**src/rtl/mbus_pkg.sv**
```systemverilog
package mbus_pkg;

    localparam int BUS_AW  = 32;
    localparam int BUS_DW  = 32;
    localparam int PROG_AW = 22;
    localparam int NCLS    = 5;

    // Class index doubles as rank: lower index wins.
    typedef enum logic [2:0] {
        CLS_DWR = 3'd0,
        CLS_PWR = 3'd1,
        CLS_DRD = 3'd2,
        CLS_PRD = 3'd3,
        CLS_FET = 3'd4
    } cls_e;

    typedef struct packed {
        logic              we;
        logic [BUS_AW-1:0] addr;
        logic [BUS_DW-1:0] wdata;
    } acc_t;

    function automatic logic [BUS_AW-1:0] zext_prog(input logic [PROG_AW-1:0] a);
        return {{(BUS_AW-PROG_AW){1'b0}}, a};
    endfunction

    function automatic acc_t mk_acc(input logic we,
                                    input logic [BUS_AW-1:0] addr,
                                    input logic [BUS_DW-1:0] wdata);
        acc_t r;
        r.we    = we;
        r.addr  = addr;
        r.wdata = wdata;
        return r;
    endfunction

endpackage

```
**src/rtl/mbus_prio_pick.sv**
```systemverilog
module mbus_prio_pick #(
    parameter int N = 5
) (
    input  logic [N-1:0] req,
    output logic [N-1:0] gnt
);
    logic [N:0] seen;

    assign seen[0] = 1'b0;

    for (genvar i = 0; i < N; i++) begin : g_rank
        assign seen[i+1] = seen[i] | req[i];
        assign gnt[i]    = req[i] & ~seen[i];
    end

endmodule

```
**src/rtl/mbus_conflict_chk.sv**
```systemverilog
module mbus_conflict_chk
    import mbus_pkg::*;
(
    input  logic            clk,
    input  logic            rst,
    input  logic [NCLS-1:0] req,
    output logic [1:0]      err
);
    logic [1:0] hit;

    always_comb begin
        hit[0] = req[CLS_DWR] & req[CLS_PWR];
        hit[1] = req[CLS_PRD] & req[CLS_FET];
    end

    always_ff @(posedge clk) begin
        if (rst) begin
            err <= '0;
        end else begin
            err <= err | hit;
        end
    end

endmodule

```
**src/rtl/mbus_mem_model.sv**
```systemverilog
module mbus_mem_model
    import mbus_pkg::*;
#(
    parameter int AW = 6
) (
    input  logic              clk,
    input  logic              rst,
    input  logic              en,
    input  logic              we,
    input  logic [BUS_AW-1:0] addr,
    input  logic [BUS_DW-1:0] wdata,
    output logic [BUS_DW-1:0] rdata
);
    localparam int DEPTH = 1 << AW;

    logic [BUS_DW-1:0] mem [DEPTH];
    logic              in_range;
    logic [AW-1:0]     idx;

    assign in_range = ~|addr[BUS_AW-1:AW];
    assign idx      = addr[AW-1:0];

    always_ff @(posedge clk) begin
        if (en && we && in_range) begin
            mem[idx] <= wdata;
        end
    end

    always_ff @(posedge clk) begin
        if (rst) begin
            rdata <= '0;
        end else if (en && !we) begin
            rdata <= in_range ? mem[idx] : '0;
        end
    end

endmodule

```
**src/rtl/mbus_arbiter.sv**
```systemverilog
module mbus_arbiter
    import mbus_pkg::*;
#(
    parameter int MEM_AW = 6
) (
    input  logic               clk,
    input  logic               rst,
    input  logic               dw_req,
    input  logic [BUS_AW-1:0]  dw_addr,
    input  logic [BUS_DW-1:0]  dw_data,
    input  logic               pw_req,
    input  logic [PROG_AW-1:0] pw_addr,
    input  logic [BUS_DW-1:0]  pw_data,
    input  logic               dr_req,
    input  logic [BUS_AW-1:0]  dr_addr,
    input  logic               pr_req,
    input  logic [PROG_AW-1:0] pr_addr,
    input  logic               if_req,
    input  logic [PROG_AW-1:0] if_addr,
    output logic [NCLS-1:0]    gnt_o,
    output logic [NCLS-1:0]    done_o,
    output logic [BUS_DW-1:0]  rdata_o,
    output logic [1:0]         err_o
);
    logic [NCLS-1:0] req_raw;
    logic [NCLS-1:0] req_live;
    logic [NCLS-1:0] pick;
    acc_t            acc [NCLS];
    acc_t            sel;

    assign req_raw  = {if_req, pr_req, dr_req, pw_req, dw_req};
    assign req_live = rst ? '0 : req_raw;

    always_comb begin
        acc[CLS_DWR] = mk_acc(1'b1, dw_addr,            dw_data);
        acc[CLS_PWR] = mk_acc(1'b1, zext_prog(pw_addr), pw_data);
        acc[CLS_DRD] = mk_acc(1'b0, dr_addr,            '0);
        acc[CLS_PRD] = mk_acc(1'b0, zext_prog(pr_addr), '0);
        acc[CLS_FET] = mk_acc(1'b0, zext_prog(if_addr), '0);
    end

    mbus_prio_pick #(.N(NCLS)) u_pick (
        .req (req_live),
        .gnt (pick)
    );

    // One-hot select: OR of masked entries.
    always_comb begin
        sel = '0;
        for (int i = 0; i < NCLS; i++) begin
            if (pick[i]) begin
                sel = sel | acc[i];
            end
        end
    end

    mbus_mem_model #(.AW(MEM_AW)) u_mem (
        .clk   (clk),
        .rst   (rst),
        .en    (|pick),
        .we    (sel.we),
        .addr  (sel.addr),
        .wdata (sel.wdata),
        .rdata (rdata_o)
    );

    mbus_conflict_chk u_conf (
        .clk (clk),
        .rst (rst),
        .req (req_live),
        .err (err_o)
    );

    always_ff @(posedge clk) begin
        if (rst) begin
            done_o <= '0;
        end else begin
            done_o <= pick;
        end
    end

    assign gnt_o = pick;

endmodule

```
**config.mk**
```make
export PLATFORM = sky130hd
export DESIGN_NAME = mbus_arbiter
export DESIGN_NICKNAME = d
export VERILOG_FILES = /design/src/rtl/mbus_pkg.sv /design/src/rtl/mbus_prio_pick.sv /design/src/rtl/mbus_conflict_chk.sv /design/src/rtl/mbus_mem_model.sv /design/src/rtl/mbus_arbiter.sv
export SDC_FILE = /design/constraint.sdc
export NUM_CORES = 2
export LEC_CHECK = 0
export BUFFER_PORTS_ARGS = -buffer_cell sky130_fd_sc_hd__buf_2
export CORE_MARGIN = 1.5
export CORE_UTILIZATION = 40
export CTS_CLUSTER_DIAMETER = 80
export DETAILED_ROUTE_END_ITERATION = 16
export PLACE_DENSITY_LB_ADDON = 0.05
export SETUP_SLACK_MARGIN = 0.3
export SYNTH_ARGS = -nofsm -noshare
export SYNTH_HDL_FRONTEND = slang
export SYNTH_SLANG_ARGS = --single-unit
```
**constraint.sdc**
```tcl
create_clock -name clk -period 5.6 [get_ports clk]
set_input_delay 0.56 -clock clk [delete_from_list [all_inputs] [get_ports clk]]
set_output_delay 0.56 -clock clk [all_outputs]
set_load 0.05 [all_outputs]
```
* Word-level counts from Yosys, hierarchy flattened
Memory sizes are Yosys's and may differ from the RTL's.
Cells that the tools add are included.
** Operators by class
- Reductions and logical operators :: 7
- Mux-type cells :: 9
- Bitwise logic cells :: 18
** Operator list (count)
- 65-bit 2-to-1 mux :: 5
- 65-bit by 54-bit bitwise OR with 65-bit output :: 2
- 65-bit by 64-bit bitwise OR with 65-bit output :: 1
- 65-bit bitwise OR :: 1
- 32-bit 2-to-1 mux :: 1
- 26-bit OR reduction :: 1
- 1-bit AND :: 6
- 5-bit 2-to-1 mux :: 1
- 5-bit OR reduction :: 1
- 1-bit NOT :: 4
- 1-bit logical AND :: 3
- 1-bit bitwise OR :: 3
- 1-bit logical NOT :: 2
- 1-bit 2-to-1 mux :: 2
- 2-bit bitwise OR :: 1
** Storage, ports and cells
- Output and inout port bits :: 44
- Memories kept :: 1
- Memory bits (writable) :: 2048
- Word-level logic and storage cells :: 38
- Register bits after elaboration :: 39
- Input port bits :: 201
** Memory list
- u_mem.mem :: depth 64, bits a word 32, rd ports 1, clocked after memory_dff 0, wr ports 1, RTL line mbus_mem_model.sv:16 : logic [BUS_DW-1:0] mem [DEPTH];

* Longest topological paths before layout
- Word-level depth :: 15
- Gate-level depth with buffers :: 16
- Depth with buffers taken out :: 9

* By module
From an unflattened synthesis, not the netlist that was laid out.
** Unflattened totals
- Cells, all modules :: 4689
- Area, all modules :: 80023.0 um2
** By module, submodules not included
- mbus_mem_model :: area an instance 78768.0 um2, cells an instance 4531, instances 1
- mbus_arbiter :: area an instance 1142.3 um2, cells an instance 146, instances 1
- mbus_conflict_chk :: area an instance 57.6 um2, cells an instance 6, instances 1
- mbus_prio_pick :: area an instance 55.1 um2, cells an instance 6, instances 1

* Least setup slack after synthesis
No wires, ideal clock.
- Kind :: input -> register
- From :: input pw_req
- To :: memory u_mem.mem[33][0] (enable)
- Library setup time :: 421 ps
- Path slack :: 689 ps
- Data arrival time :: 4490 ps
- Stages :: 10
- Path buffers :: 5
- Data required time :: 5179 ps
- Cell sequence :: buf_2 -> nor4b_2 -> a32o_1 -> a211o_1 -> buf_4 -> nand3_1 -> buf_2 -> buf_1 -> clkbuf_1 -> nor2_1
** On the way
- Longest elaborated chain between the ends :: 14
- Elaborated cells on any way between the ends :: 25
** RTL lines
- start, declared :: RTL line mbus_arbiter.sv:11 : input logic pw_req,
- 5-bit 2-to-1 mux * :: RTL line mbus_arbiter.sv:32 : assign req_live = rst ? '0 : req_raw;
- 1-bit bitwise OR * :: RTL line mbus_prio_pick.sv:12 : assign seen[i+1] = seen[i] | req[i];
- 1-bit NOT * :: RTL line mbus_prio_pick.sv:13 : assign gnt[i] = req[i] & ~seen[i];
- 1-bit AND * :: RTL line mbus_prio_pick.sv:13
- named net gnt_o[2] :: RTL line mbus_arbiter.sv:20 : output logic [NCLS-1:0] gnt_o,
- 65-bit 2-to-1 mux :: RTL line mbus_arbiter.sv:51 : if (pick[i]) begin
- 65-bit by 54-bit bitwise OR with 65-bit output :: RTL line mbus_arbiter.sv:52 : sel = sel | acc[i];
- 65-bit 2-to-1 mux :: RTL line mbus_arbiter.sv:51
- 65-bit by 54-bit bitwise OR with 65-bit output :: RTL line mbus_arbiter.sv:52
- 65-bit 2-to-1 mux :: RTL line mbus_arbiter.sv:51
- 26-bit OR reduction :: RTL line mbus_mem_model.sv:20 : assign in_range = ~|addr[BUS_AW-1:AW];
- 1-bit logical NOT :: RTL line mbus_mem_model.sv:20
- 1-bit logical AND :: RTL line mbus_mem_model.sv:24 : if (en && we && in_range) begin
- 1-bit 2-to-1 mux :: RTL line mbus_mem_model.sv:24
- 1-bit 2-to-1 mux (implied by the code) :: RTL line mbus_mem_model.sv:25 : mem[idx] <= wdata;
- end, declared :: RTL line mbus_mem_model.sv:16
Mark *: on every way through the listed nets, which the timed path passes. The rest lies on a longest branch.

* Worst setup path after layout
- From :: input if_req
- To :: register u_mem.rdata[10]
** On the way
- Longest elaborated chain between the ends :: 5
- Elaborated cells on any way between the ends :: 9
** RTL lines
- start, declared :: RTL line mbus_arbiter.sv:18 : input logic if_req,
- 5-bit 2-to-1 mux * :: RTL line mbus_arbiter.sv:32
- 1-bit AND * :: RTL line mbus_prio_pick.sv:13
- 65-bit 2-to-1 mux :: RTL line mbus_arbiter.sv:51
- memory 64 x 32 bit, or another cell as far along
- 32-bit 2-to-1 mux / 1-bit logical AND (equally long branches) :: RTL line mbus_mem_model.sv:33, mbus_mem_model.sv:32
- end signal, assigned :: RTL line mbus_mem_model.sv:33 : rdata <= in_range ? mem[idx] : '0;
- end, declared :: RTL line mbus_mem_model.sv:12 : output logic [BUS_DW-1:0] rdata
Every way passes the cells marked *; elsewhere a longest branch is shown, timed or not.
A chain may end at the register's enable or synchronous reset.

==> results_dict.tcl <==
set metrics [dict create \
    place_area_mm2 0.08757 \
    maxSlewHeadroom_pct 8.113 \
    startpoint "if_req" \
    grt_pass1_vias 51200 \
    setup_viol 0 \
    postRouteAntennaNets 0 \
    synth_top_area_cell "edfxtp_1" \
    synthTopCellsByArea "edfxtp_1 76%, nand2_1 3.7%, o22ai_1 2.6%" \
    hp-start "dr_req" \
    cts_resized 0 \
    start_util_pct 40.39 \
    syn_to_final_growth_pct 16.61 \
    fillers 17480 \
    cap_violations 0 \
    yosysTopAreaCellShare_pct 75.95 \
    grt_max_degree 85 \
    min_period_over_period_pct 85.94 \
    drc_errors 0 \
    grt_pass1_wl_um 475000 \
    routabilityCongestion 0.8535 \
    synth_edf_count 2048 \
    track_usage_pct 34.44 \
    dieArea_mm2 0.2052 \
    cts_root_buffer "clkbuf_16" \
    tritoncts "done" \
    tightest_slew_ns 1.374 \
    critPathArrivalTime_ns 5.56 \
    nets 5958 \
    htree_levels 4 \
    design_area_mm2 0.09443 \
    routedWlPerCell_um 41.70 \
    final_common_cell "edfxtp_1" \
    finalHoldViolCount 0 \
    startpoint_type "input pin" \
    yosysWarningCount 0 \
    vias_per_cell 6.474 \
    critPathRequiredTime_ns 6.35 \
    clkLatencyLatePin_ns 0.90 \
    dp.final_hpwl_um 205900 \
    fp.dieH_um 452.9 \
    max_freq_mhz 207.8 \
    final_util_pct 47.10 \
    synthCells 5345 \
    synth-seq-cells 2087 \
    p_leak_nw 27.99 \
    rsz0062_at_grt "false" \
    cts_max_path_buffers 3 \
    coreArea_mm2 0.2005 \
    cts_setup_buffers 0 \
    clock_skew_ns 0.03249 \
    drive_above_1_share_pct 18.52 \
    ir_worst_vdd_v 0.0003222 \
    port_buffers 244 \
    postSynthAreaPerCell_um2 15.15 \
    cts_buffers 220 \
    worstHoldPathType "input pin to flip-flop" \
    totalWireLength_um 358900 \
    synth_cell_types 85 \
    finalPower_mw 34.26 \
    antenna_found_initial 25 \
    fp.dieW_um 452.9 \
    critPathCaptureType "flip-flop" \
    synth_area_mm2 0.08098 \
    ys_seq_area_share_pct 76.91 \
    status "complete, no violations" \
    path_max_fanout 25 \
    final-max-slew-violation-count 0 \
    layout_common_cells "2048 x edfxtp_1, 781 x nand2_1, 335 x o22ai_1" \
    synth_flop_cell "edfxtp_1" \
    min_period_ns 4.813 \
    reg2reg_from "u_mem.mem[57][26]" \
    grt_overflow_total 0 \
    syn_nets 5546 \
    cts_sinks 2087 \
    drt-initial-drc-count 8601 \
    clk_pin_slew_worst_paths_ns 0.06 \
    first_pass_iters 8 \
    critical_path_class "input pin to flip-flop" \
    ys_async_sr_fraction_pct 0 \
    vias 55720 \
    ctsHoldBuffers 2 \
    rows 164 \
    power.density_mw_per_mm2 362.9 \
    io_pins 245 \
]
## synthesized netlist by cell type, types with 40 or more instances
cell      instances
a21oi_1         248
a22o_1           40
a22oi_1          42
a31oi_1          56
buf_2           198
buf_4            62
clkbuf_1         68
edfxtp_1       2048
mux2_2           76
mux2i_1          70
nand2_1         788
nand3_1         289
nor2_1          179
nor3_1           40
o211ai_1         72
o21ai_0         130
o221ai_1         61
o22ai_1         335
## sequential cells by signal (all words and copies together) (netlist names)
| register | flops |
|---|---|
| done_o | 5 |
| u_mem.mem | 2048 |
| u_mem.rdata | 32 |
| u_conf.err | 2 |
## worst paths after layout
kind | cells after the start | slack (ns) | endpoint
hold / removal | 2 | 0.06 | done_o[2]
hold reg to reg | 2 | 0.47 | u_conf.err[0]
setup / recovery | 13 | 0.79 | u_mem.rdata[10]
setup reg to reg | 5 | 3.50 | u_mem.rdata[26]
## critical path, cell delays in order
cell	delay, ns
dlygate4sd3_1	0.54
buf_2	0.14
nor2b_1	0.17
and2_1	0.34
a211oi_2	1.14
nand3_4	0.62
buf_12	0.43
nor2_1	0.51
a22oi_1	0.14
o311ai_1	0.11
buf_2	0.27
a311o_1	0.35
o31ai_1	0.13
## power by group
part           total [mW]  switching (mW)  internal [mW]  leakage (nW)
logic                2.84            2.17          0.674          8.85
clock network        14.2            6.29           7.86          3.34
registers            17.3          0.0326           17.2          15.8
## stage by stage
stage	worst slack [ns]	std cells	hold slack, ns	setup TNS (ns)
floorplan	0.6892	5345	0.6551	0
global route	0.9498	8603	0.05511	0
finish	0.7875	8607	0.06344	0
detailed placement	0.4874	8189	0.4573	0
global placement	-0.2810	8187	0.4671	-0.4400
CTS	1.129	8602	0.02254	0
## per-layer routing
| metal | vias up | part of all wire, % | track usage (%) | wire (um) |
|---|---|---|---|---|
| li1 | 21940 | - | - | - |
| met4 | 10 | 4.0 | 12.98 | 14330 |
| met5 | - | 0.015 | 0 | 54 |
| met2 | 3717 | 45 | 52.56 | 161400 |
| met3 | 620 | 10 | 6.596 | 36260 |
| met1 | 29430 | 41 | 48.84 | 146900 |
## cells by family (layout without fill, tap and decap cells)
logic type             after synthesis  count (layout)  synth area share [%]
flip-flops                        2087            2087                 76.91
other                                0               5                     0
multiplexers                       146             146                 1.922
AO/OA/AOI/OAI                     1284            1284                 10.67
AND/OR/NAND/NOR                   1454            1454                 7.957
buffers and inverters              374             975                 2.537
## layout make-up
class	instances	area (um^2)	area share, %
repair buffers	562	4516	4.782
diodes	5	12.51	0.01325
inverters	2	7.507	0.007950
clock inverters	110	812.0	0.8599
flip-flops and latches	2087	62280	65.95
well taps	2656	3323	3.519
clock buffers	301	6015	6.369
multi-input cells	2884	17470	18.50
Note: power is estimated with default switching activity, not from simulation.
